===== src/rtl/synth_cfg_pkg.sv =====
package synth_cfg_pkg;

    typedef enum logic [1:0] {
        MODE_PAR = 2'd0,
        MODE_SER = 2'd1,
        MODE_DIR = 2'd2
    } cfg_mode_e;

    function automatic cfg_mode_e decode_mode(input logic direct_lvl, input logic serial_lvl);
        if (direct_lvl) begin
            return MODE_DIR;
        end
        return serial_lvl ? MODE_SER : MODE_PAR;
    endfunction

endpackage


===== src/rtl/cfg_edge_sync.sv =====
module cfg_edge_sync #(
    parameter int W      = 18,
    parameter int EDGE_W = 7,
    parameter int STAGES = 2
) (
    input  logic              clk,
    input  logic              rst_n,
    input  logic [W-1:0]      raw_in,
    output logic [W-1:0]      level,
    output logic [EDGE_W-1:0] rise
);

    typedef struct packed {
        logic [STAGES-1:0][W-1:0] chain;
        logic [EDGE_W-1:0]        prev;
    } sync_t;

    sync_t state_d, state_q;

    always_comb begin
        state_d          = state_q;
        state_d.chain[0] = raw_in;
        for (int i = 1; i < STAGES; i++) begin
            state_d.chain[i] = state_q.chain[i-1];
        end
        state_d.prev = state_q.chain[STAGES-1][EDGE_W-1:0];
    end

    always_ff @(posedge clk or negedge rst_n) begin
        if (!rst_n) begin
            state_q <= '0;
        end else begin
            state_q <= state_d;
        end
    end

    assign level = state_q.chain[STAGES-1];
    assign rise  = state_q.chain[STAGES-1][EDGE_W-1:0] & ~state_q.prev;

    for (genvar g = 0; g < EDGE_W; g++) begin : g_edge_chk
        AST_RISE_SINGLE: assert property (@(posedge clk) disable iff (!rst_n)
            rise[g] |=> !rise[g]);
    end

endmodule


===== src/rtl/cfg_word_store.sv =====
module cfg_word_store
    import synth_cfg_pkg::*;
#(
    parameter int BUS_W = 8,
    parameter int HI_W  = 4
) (
    input  logic                    clk,
    input  logic                    rst_n,
    input  cfg_mode_e               mode,
    input  logic                    sclk_rise,
    input  logic                    sdata,
    input  logic                    load_lvl,
    input  logic                    load_rise,
    input  logic                    ewr_lvl,
    input  logic                    ewr_rise,
    input  logic                    lo_rise,
    input  logic                    mid_rise,
    input  logic                    hi_rise,
    input  logic                    hop_rise,
    input  logic [BUS_W-1:0]        pbus,
    output logic [2*BUS_W+HI_W-1:0] pri_q,
    output logic [2*BUS_W+HI_W-1:0] sec_q,
    output logic [BUS_W-1:0]        enh_q
);

    localparam int WORD_W = 2*BUS_W + HI_W;
    localparam int MID_LO = BUS_W;
    localparam int HI_LO  = 2*BUS_W;

    typedef struct packed {
        logic [WORD_W-1:0] pri;
        logic [WORD_W-1:0] sec;
        logic [BUS_W-1:0]  enh;
    } store_t;

    store_t store_d, store_q;
    logic   shift_ok;
    logic   copy_ok;

    always_comb begin
        store_d  = store_q;
        shift_ok = (mode == MODE_SER) && sclk_rise && !load_lvl;
        copy_ok  = (mode != MODE_DIR) && (hop_rise || ((mode == MODE_SER) && load_rise));

        if (shift_ok) begin
            if (ewr_lvl) begin
                store_d.enh = {store_q.enh[BUS_W-2:0], sdata};
            end else begin
                store_d.pri = {store_q.pri[WORD_W-2:0], sdata};
            end
        end

        if (mode == MODE_PAR) begin
            if (lo_rise) begin
                store_d.pri[BUS_W-1:0] = pbus;
            end
            if (mid_rise) begin
                store_d.pri[MID_LO +: BUS_W] = pbus;
            end
            if (hi_rise) begin
                store_d.pri[HI_LO +: HI_W] = pbus[HI_W-1:0];
            end
            if (ewr_rise) begin
                store_d.enh = pbus;
            end
        end

        if (copy_ok) begin
            store_d.sec = store_q.pri;
        end
    end

    always_ff @(posedge clk or negedge rst_n) begin
        if (!rst_n) begin
            store_q <= '0;
        end else begin
            store_q <= store_d;
        end
    end

    assign pri_q = store_q.pri;
    assign sec_q = store_q.sec;
    assign enh_q = store_q.enh;

    AST_DIRECT_FROZEN: assert property (@(posedge clk) disable iff (!rst_n)
        (mode == MODE_DIR) |=> ($stable(pri_q) && $stable(sec_q) && $stable(enh_q)));
    AST_HOP_COPY: assert property (@(posedge clk) disable iff (!rst_n)
        ((mode != MODE_DIR) && hop_rise) |=> (sec_q == $past(pri_q)));
    AST_SEC_HOLD: assert property (@(posedge clk) disable iff (!rst_n)
        (!hop_rise && !load_rise) |=> $stable(sec_q));
    AST_IDLE_SHIFT: assert property (@(posedge clk) disable iff (!rst_n)
        ((mode == MODE_SER) && load_lvl) |=> ($stable(pri_q) && $stable(enh_q)));
    AST_PAR_QUIET: assert property (@(posedge clk) disable iff (!rst_n)
        ((mode == MODE_PAR) && !lo_rise && !mid_rise && !hi_rise) |=> $stable(pri_q));

endmodule


===== src/rtl/cfg_out_mux.sv =====
module cfg_out_mux #(
    parameter int WORD_W = 20,
    parameter int ENH_W  = 8
) (
    input  logic              direct_sel,
    input  logic              fsel,
    input  logic              enh_en_n,
    input  logic [WORD_W-1:0] pri,
    input  logic [WORD_W-1:0] sec,
    input  logic [ENH_W-1:0]  enh,
    input  logic [WORD_W-1:0] direct_word,
    output logic [WORD_W-1:0] div_word,
    output logic [ENH_W-1:0]  enh_bits
);

    always_comb begin
        if (direct_sel) begin
            div_word = direct_word;
        end else if (fsel) begin
            div_word = pri;
        end else begin
            div_word = sec;
        end
        enh_bits = (!enh_en_n && !direct_sel) ? enh : '0;
    end

endmodule


===== src/rtl/synth_cfg_frontend.sv =====
module synth_cfg_frontend
    import synth_cfg_pkg::*;
#(
    parameter int BUS_W       = 8,
    parameter int HI_W        = 4,
    parameter int SYNC_STAGES = 2
) (
    input  logic                    clk,
    input  logic                    rst_n,
    input  logic                    mode_direct,
    input  logic                    mode_serial,
    input  logic                    ser_clk,
    input  logic                    ser_data,
    input  logic                    ser_load_n,
    input  logic                    enh_wr,
    input  logic                    pwr_lo,
    input  logic                    pwr_mid,
    input  logic                    pwr_hi,
    input  logic                    hop_wr,
    input  logic [BUS_W-1:0]        pbus,
    input  logic                    fsel,
    input  logic                    enh_en_n,
    input  logic [2*BUS_W+HI_W-1:0] direct_word,
    output logic [2*BUS_W+HI_W-1:0] div_word,
    output logic [BUS_W-1:0]        enh_bits
);

    localparam int WORD_W   = 2*BUS_W + HI_W;
    localparam int IX_HOP   = 0;
    localparam int IX_HI    = 1;
    localparam int IX_MID   = 2;
    localparam int IX_LO    = 3;
    localparam int IX_EWR   = 4;
    localparam int IX_LOAD  = 5;
    localparam int IX_SCLK  = 6;
    localparam int EDGE_W   = 7;
    localparam int IX_SMODE = 7;
    localparam int IX_BMODE = 8;
    localparam int IX_SDATA = 9;
    localparam int IX_PBUS  = 10;
    localparam int SYNC_W   = IX_PBUS + BUS_W;

    logic [SYNC_W-1:0] raw_vec;
    logic [SYNC_W-1:0] lvl;
    logic [EDGE_W-1:0] rise;
    cfg_mode_e         mode;
    logic [WORD_W-1:0] pri_q;
    logic [WORD_W-1:0] sec_q;
    logic [BUS_W-1:0]  enh_q;
    logic              unused_levels;

    assign raw_vec = {pbus, ser_data, mode_direct, mode_serial, ser_clk, ser_load_n,
                      enh_wr, pwr_lo, pwr_mid, pwr_hi, hop_wr};

    cfg_edge_sync #(
        .W      (SYNC_W),
        .EDGE_W (EDGE_W),
        .STAGES (SYNC_STAGES)
    ) u_sync (
        .clk    (clk),
        .rst_n  (rst_n),
        .raw_in (raw_vec),
        .level  (lvl),
        .rise   (rise)
    );

    assign mode          = decode_mode(lvl[IX_BMODE], lvl[IX_SMODE]);
    assign unused_levels = ^{lvl[IX_HOP], lvl[IX_HI], lvl[IX_MID], lvl[IX_LO], lvl[IX_SCLK]};

    cfg_word_store #(
        .BUS_W (BUS_W),
        .HI_W  (HI_W)
    ) u_store (
        .clk       (clk),
        .rst_n     (rst_n),
        .mode      (mode),
        .sclk_rise (rise[IX_SCLK]),
        .sdata     (lvl[IX_SDATA]),
        .load_lvl  (lvl[IX_LOAD]),
        .load_rise (rise[IX_LOAD]),
        .ewr_lvl   (lvl[IX_EWR]),
        .ewr_rise  (rise[IX_EWR]),
        .lo_rise   (rise[IX_LO]),
        .mid_rise  (rise[IX_MID]),
        .hi_rise   (rise[IX_HI]),
        .hop_rise  (rise[IX_HOP]),
        .pbus      (lvl[IX_PBUS +: BUS_W]),
        .pri_q     (pri_q),
        .sec_q     (sec_q),
        .enh_q     (enh_q)
    );

    cfg_out_mux #(
        .WORD_W (WORD_W),
        .ENH_W  (BUS_W)
    ) u_mux (
        .direct_sel  (mode_direct),
        .fsel        (fsel),
        .enh_en_n    (enh_en_n),
        .pri         (pri_q),
        .sec         (sec_q),
        .enh         (enh_q),
        .direct_word (direct_word),
        .div_word    (div_word),
        .enh_bits    (enh_bits)
    );

    AST_ENH_GATED: assert property (@(posedge clk) disable iff (!rst_n)
        (enh_en_n || mode_direct) |-> (enh_bits == '0));
    AST_DIRECT_PASS: assert property (@(posedge clk) disable iff (!rst_n)
        mode_direct |-> (div_word == direct_word));

endmodule


===== config.mk =====
export PLATFORM = sky130hd
export DESIGN_NAME = synth_cfg_frontend
export DESIGN_NICKNAME = d
export VERILOG_FILES = /design/src/rtl/synth_cfg_pkg.sv /design/src/rtl/cfg_edge_sync.sv /design/src/rtl/cfg_word_store.sv /design/src/rtl/cfg_out_mux.sv /design/src/rtl/synth_cfg_frontend.sv
export SDC_FILE = /design/constraint.sdc
export NUM_CORES = 1
export LEC_CHECK = 0
export ABC_AREA = 1
export BUFFER_PORTS_ARGS = -buffer_cell sky130_fd_sc_hd__clkbuf_2
export CAP_MARGIN = 20
export CORE_UTILIZATION = 30
export CTS_BUF_LIST = sky130_fd_sc_hd__clkbuf_2
export CTS_CLUSTER_DIAMETER = 100
export CTS_CLUSTER_SIZE = 20
export DETAILED_ROUTE_END_ITERATION = 10
export PLACE_DENSITY = 0.56
export SLEW_MARGIN = 20
export SYNTH_ARGS = -nofsm -noshare
export SYNTH_HDL_FRONTEND = slang
export SYNTH_HIERARCHICAL = 1
export SYNTH_SLANG_ARGS = --single-unit

===== constraint.sdc =====
create_clock -name clk -period 1.49 [get_ports clk]
set_clock_uncertainty 0.05 [all_clocks]
set_input_delay 0.149 -clock clk [delete_from_list [all_inputs] [get_ports clk]]
set_output_delay 0.149 -clock clk [all_outputs]
set_load 0.02 [all_outputs]

After elaboration in Yosys (flattened, before gate mapping)
Cells that the tools add are included.

word-level totals
  bits in registers = 91

operators by class
  eq/ne operators = 2
  mux-type cells = 17
  reduce and logical (&&, ||, !) cells = 10
  bitwise logic cells = 2

operators by type and width
  cell                count
  $mux 20             5
  $mux 8              7
  $and 7x7->7         1
  $not 7->7           1
  $logic_and 1x1->1   5
  $mux 2              2
  $mux 4              1
  $logic_not 1->1     3
  $eq 2x1->1 const B  1
  $logic_not 2->1     1
  $mux 1              2
  $ne 2x2->1 const B  1
  $logic_or 1x1->1    1

Logic depth before layout (Yosys ltp)
Gate-level depths: netlist of the first run.

  depth in word-level cells = 8
  mapped depth = 10
  gate-level depth less buffers = 8

Hierarchy
Netlist of the first run, hierarchy kept.

modules (own cells, without submodules)
  module              sequential area each (µm²)  cells an instance  area an instance (µm²)  times used
  cfg_word_store      1201.2                      351                2503.7                  1
  cfg_edge_sync       1076.0                      75                 1281.2                  1
  cfg_out_mux         0.0                         168                700.7                   1
  synth_cfg_frontend  0.0                         2                  10.0                    1

Worst setup path after synthesis of the first run
OpenSTA, ideal clock, no wires.

  path type = register to register
  start point = reg u_sync.state_q (netlist bit u_sync/level[8])
  end point = reg u_store.store_q (netlist bit u_store/pri_q[16])
  cell stages (with the launch flop) = 9
  clock period less this slack = 1.421 ns
  setup time = 0.120 ns
  data arrival time = 1.251 ns
  buffers on the path = 2
  setup slack = 0.069 ns
  data required time = 1.320 ns
  cells stage by stage = dfrtp_1 > buf_4 > nor2_2 > nand2_1 > nor2_1 > nand2_1 > buf_2 > nand2_1 > a21oi_1

RTL lines
  element                   line                  source
  start: declaration        cfg_edge_sync.sv:18   sync_t state_d, state_q;
  start signal: assignment  cfg_edge_sync.sv:33   state_q <= state_d;
  end signal: assignment    cfg_word_store.sv:77  store_q <= store_d;
  end: declaration          cfg_word_store.sv:36  store_t store_d, store_q;

Worst setup path in the final report of the first run
  start point = reg u_store.store_q (netlist bit u_store/pri_q[10])
  end point = out div_word[10]

between the ends
  cells in the longest elaborated chain, start to end = 2

RTL lines
  element           line                      source
  $mux 20           cfg_out_mux.sv:19         end else if (fsel) begin
  $mux 20           cfg_out_mux.sv:17         if (direct_sel) begin
  end: declaration  synth_cfg_frontend.sv:24  output logic [2*BUS_W+HI_W-1:0] div_word,

No other way between the ends.

==> results of run 1 <==
==> routing by layer <==
layer	routed length, um	global-route usage	vias to the layer above
li1	-	-	2038
met1	5960	0.228	1824
met2	5450	0.237	113
met3	654	0.0261	14
met4	161	0.0476	0
met5	0	0	-
==> sequential cells by signal (all words and copies together), names as in the netlist <==
register / count
u_store/enh_q: 8
u_store/pri_q: 20
u_store/sec_q: 20
u_sync/level: 18
u_sync/state_d: 18
u_sync/state_q: 7
==> layout make-up <==
class,instances,area (um^2),share of cell area
well taps,184,230,0.0348
repair buffers,167,1510,0.228
clock inverters,7,98.8,0.0149
multi-input cells,348,2010,0.303
flip-flops and latches,91,2280,0.344
clock buffers,9,45.0,0.00681
inverters,120,453,0.0684
==> path summary, 6_finish.rpt <==
check / startpoint / end / slack [ns]
setup / recovery: u_store/pri_q[10] / div_word[10] / -0.15
hold / removal: ser_data / u_sync/state_d[34] / 0.16
setup reg to reg: u_sync/level[8] / u_store/enh_q[2] / -0.13
hold reg to reg: u_sync/state_d[31] / u_sync/level[6] / 0.33
max in group asynchronous: rst_n / u_store/sec_q[7] / 0.37
min in group asynchronous: rst_n / u_store/pri_q[13] / 0.50
==> through the flow <==
stage / util / power, uW / cells
floorplan: - / 3960 / 591
global placement: 0.346 / 4370 / 828
detailed placement: 0.346 / 4390 / 828
CTS: 0.401 / 6320 / 901
global route: 0.455 / 7130 / 926
finish: 0.455 / 6670 / 926
==> repair_timing <==
item,4_1_cts,5_1_grt
hold buffers,20,0
endpoints found under the setup margin,73,75
buffers inserted,35,16
pin swaps,19,38
resized for setup,39,151
gates cloned,2,9
endpoints found under the hold margin,109,0
==> report_power, final <==
part	internal [uW]	switching [uW]	total (uW)	leakage [uW]
registers	2820	232	3060	0.00106
clock network	569	886	1460	0.0000845
logic	1050	1110	2160	0.00238
==> worst max-delay path, stage by stage (launching register included) <==
cell and delay [ns]:
dfrtp_1 0.48, inv_1 0.07, nand2_1 0.05, nand3_1 0.09
nand2_1 0.05, buf_2 0.15
==> impl_metrics.yaml, run 1 <==
power_and_ir_drop:
  irDropWorstVdd_mv: 0.541
  p_leak_uw: 0.00352
  power_density_nw_per_um2: 1010
grt:
  antenna_found_initial: 0
  grt_pass1_wl_mm: 18.2
  grt_max_degree: 31
  grt_util_all_layers: 0.157
  grt_overflow: 0
  grt_pass1_vias: 3669
status:
  violations: "setup timing"
  status: "finished, violations left"
timing:
  fin_ws_ns: -0.148
  rsz0062_at_grt: "true"
  tns_ns: -4.63
  drv_slew: 0
  hold-worst-slack_ns: 0.158
  final_hold_viol_count: 0
  relSlewSlack: 0.656
  setup_violations: 56
  max_freq_mhz: 610
  fin_crit_sh: 1.10
  period_needed_ns: 1.64
  tightest_slew_ns: 0.515
worst_setup_path:
  critPathMaxFanout: 2
  worstSetupEndpointType: "output pin"
  critical_path_required_ns: 1.29
  critPathKind: "register to output pin"
  rr_worst_depth: 10
  cp-start-kind: "register"
  critical_path_arrival_ns: 1.44
placement:
  hpwl_mm: 6.95
  post_dp_cell_area_um2: 5030
  pre_cts_slack_ns: -0.186
  io_buffers: 69
  gp_congestion: 0.793
yosys:
  synth_cells: 591
  synth_nets: 633
  ys_warn_count: 6
  synth_area_um2: 4460
  avgSynthCellArea_um2: 7.54
clocking:
  clkLatencyLatePin_ns: 0.56
  cts.sinks: 91
  cts_tree: "yes"
  cts_max_level: 3
  clockBufferDepth: 2
  clkTransAtPathRegs_ns: 0.26
  cts-buffers-inserted: 9
  cts_root_buf: "clkbuf_2"
detailed_routing:
  num_vias: 3989
  drtIter0Drc: 218
  dr.pass1.iters: 4
  ant_nets: 0
  via_per_inst: 4.31
  totalWireLength_mm: 12.2
  wl_per_cell_um: 13.2
  drc_errors: 0
run:
  cap_viol_max_count: 0
hold_path:
  min_path_type: "input port to register"
  min_path_cells: 2
floorplanning:
  io_pins: 70
  die_h_um: 124
  initial_core_util: 0.307
  die_w_um: 124
  die-area_um2: 15400
  num_rows: 44
  core_area_um2: 14500
layout:
  diodes: 0
  fin_area_um2: 6620
  nNetsFinal: 779
  layout_commonest_cell: "nand2_1"
  n_fill_cell: 1450
  drive_above_1_share: 0.394
  final_cell_mix: "nand2_1, inv_1, dfrtp_1"
  syn_to_final_growth_pct: 48.5
No activity file was read; power rests on OpenSTA's default activity.
==> inputs of run 2 (changes only) <==
--- a/config.mk
+++ b/config.mk
@@ -13,7 +13,7 @@
 export CTS_CLUSTER_DIAMETER = 100
 export CTS_CLUSTER_SIZE = 20
 export DETAILED_ROUTE_END_ITERATION = 10
-export PLACE_DENSITY = 0.56
+export PLACE_DENSITY = 0.45
 export SLEW_MARGIN = 20
 export SYNTH_ARGS = -nofsm -noshare
 export SYNTH_HDL_FRONTEND = slang
==> impl_metrics.yaml, run 2 (same netlist as run 1, synthesis figures left out) <==
power_and_ir_drop:
  finalPower_uw: 6400
  p_clk_frac: 0.176
  p_leak_uw: 0.00359
  power.share.switching: 0.353
  power_density_nw_per_um2: 955
  internal-power_uw: 4140
  switching_power_uw: 2260
  seqPwrFrac: 0.481
  irDropWorstVdd_mv: 0.439
  combPwrFrac: 0.344
detailed_routing:
  drc_errors: 0
  via_per_inst: 4.37
  num_vias: 4017
  totalWireLength_mm: 13.1
  dr.pass1.iters: 4
  ant_nets: 0
  wl_per_cell_um: 14.2
  drtIter0Drc: 153
floorplanning:
  die_w_um: 124
  die-area_um2: 15400
  num_rows: 44
  io_pins: 70
  die_h_um: 124
  core_area_um2: 14500
  initial_core_util: 0.307
worst_setup_path:
  critPathKind: "register to output pin"
  critical_path_arrival_ns: 1.44
  critPathMaxFanout: 3
  critical_path_required_ns: 1.29
  cp-start-kind: "register"
  endpoint: "div_word[1]"
  r2r-end: "u_store/sec_q[9]"
  rr_worst_depth: 9
  worstSetupEndpointType: "output pin"
  crit_start: "u_store/pri_q[1]"
  rrSetupSlack_ns: -0.01
  r2r-start: "u_sync/level[8]"
placement:
  hpwl_mm: 7.29
  io_buffers: 69
  pre_cts_slack_ns: 0.0465
  gp_congestion: 0.750
  post_dp_cell_area_um2: 5020
grt:
  grt_max_degree: 41
  grt_pass1_vias: 3614
  grt_overflow: 0
  antenna_found_initial: 0
  grt_pass1_wl_mm: 18.5
  grt_util_all_layers: 0.160
layout:
  final_cell_mix: "nand2_1, inv_1, dfrtp_1"
  nNetsFinal: 773
  final_core_util: 0.461
  multiInputGateArea_um2: 1990
  n_fill_cell: 1477
  drive_above_1_share: 0.414
  syn_to_final_growth_pct: 50.4
  seq_area_um2: 2280
  layout_commonest_cell: "nand2_1"
  fin_area_um2: 6700
  diodes: 0
timing:
  max_freq_mhz: 611
  rsz0062_at_grt: "true"
  period_needed_ns: 1.64
  drv_slew: 0
  fin_crit_sh: 1.10
  final_hold_viol_count: 0
  tightest_slew_ns: 0.543
  fin_ws_ns: -0.146
  setup_violations: 25
  relSlewSlack: 0.638
clocking:
  cts_root_buf: "clkbuf_2"
  cts.sinks: 91
  cts_max_level: 3
  clkTransAtPathRegs_ns: 0.28
  cts-buffers-inserted: 9
  clkLatencyLatePin_ns: 0.57
  clockBufferDepth: 2
  cts_tree: "yes"
hold_path:
  min_path_type: "input port to register"
status:
  status: "finished, violations left"
  violations: "setup timing"
run:
  cap_viol_max_count: 0
[run 2: changes by cell type in the layout (fill, tap and decap cells not counted), moves of 7 or more]
cell	before	now
nand2_4	5	18
buf_4	57	48
nand3_1	21	31
nand2_1	146	131
o21ai_1	17	10
buf_6	13	20
[run 2: cell type report]
| class | count | area share |
|---|---|---|
| Tap cell | 184 | 0.0343 |
| Inverter | 120 | 0.0676 |
| Clock buffer | 10 | 0.00747 |
| Sequential cell | 91 | 0.340 |
| Timing Repair Buffer | 167 | 0.248 |
| Clock inverter | 6 | 0.00616 |
| Multi-Input combinational cell | 342 | 0.296 |
[run 2: how the worst min path moves through the flow]
stage	depth (start not counted)	start	slack (ns)	endpoint
after detailed placement	1	rst_n	0.06	u_sync/level[16]
after CTS	2	pbus[4]	0.12	u_sync/state_d[39]
after global placement	1	rst_n	0.06	u_sync/level[16]
final	2	pbus[1]	0.17	u_sync/state_d[36]
after floorplan	0	rst_n	-0.20	u_store/enh_q[0]
after global routing	2	pbus[1]	0.08	u_sync/state_d[36]
[run 2: power groups by stage]
stage | sequential [uW] | combinational, uW | clock [uW]
2_1_floorplan | 3030 | 928 | 0
3_3_place_gp | 3140 | 1240 | 0
3_5_place_dp | 3140 | 1260 | 0
4_1_cts | 3050 | 1640 | 1180
5_1_grt | 3110 | 2440 | 1300
6_report | 3080 | 2200 | 1130
[run 2: stage by stage]
stage,hold WS [ns],cells,TNS [ns]
6_report,0.166,920,-2.34
4_1_cts,0.116,888,-3.47
3_3_place_gp,0.0551,827,0
2_1_floorplan,-0.197,591,0
3_5_place_dp,0.0595,827,0
5_1_grt,0.0769,920,-8.10
[run 2: layer usage]
layer  vias to the layer above  track usage  part of all wire
met5                         -            0                 0
met4                         0       0.0424            0.0099
met3                         8       0.0275             0.038
met2                        93        0.242              0.48
met1                      1900        0.234              0.47
li1                       2016            -                 -
[run 2: critical path: stages (launching register included)]
cell	delay, ns
dfrtp_1	0.49
inv_2	0.07
nand2_2	0.04
nand3_2	0.07
nand2_2	0.06
buf_8	0.12
[run 2: repair_timing]
| action | CTS | global route |
|---|---|---|
| hold buffers | 21 | 0 |
| endpoints found under the hold margin | 109 | 0 |
| resized for setup | 32 | 204 |
| cloned | 0 | 12 |
| setup endpoints to repair | 30 | 73 |
| buffers inserted | 24 | 20 |
| pin swaps | 22 | 50 |
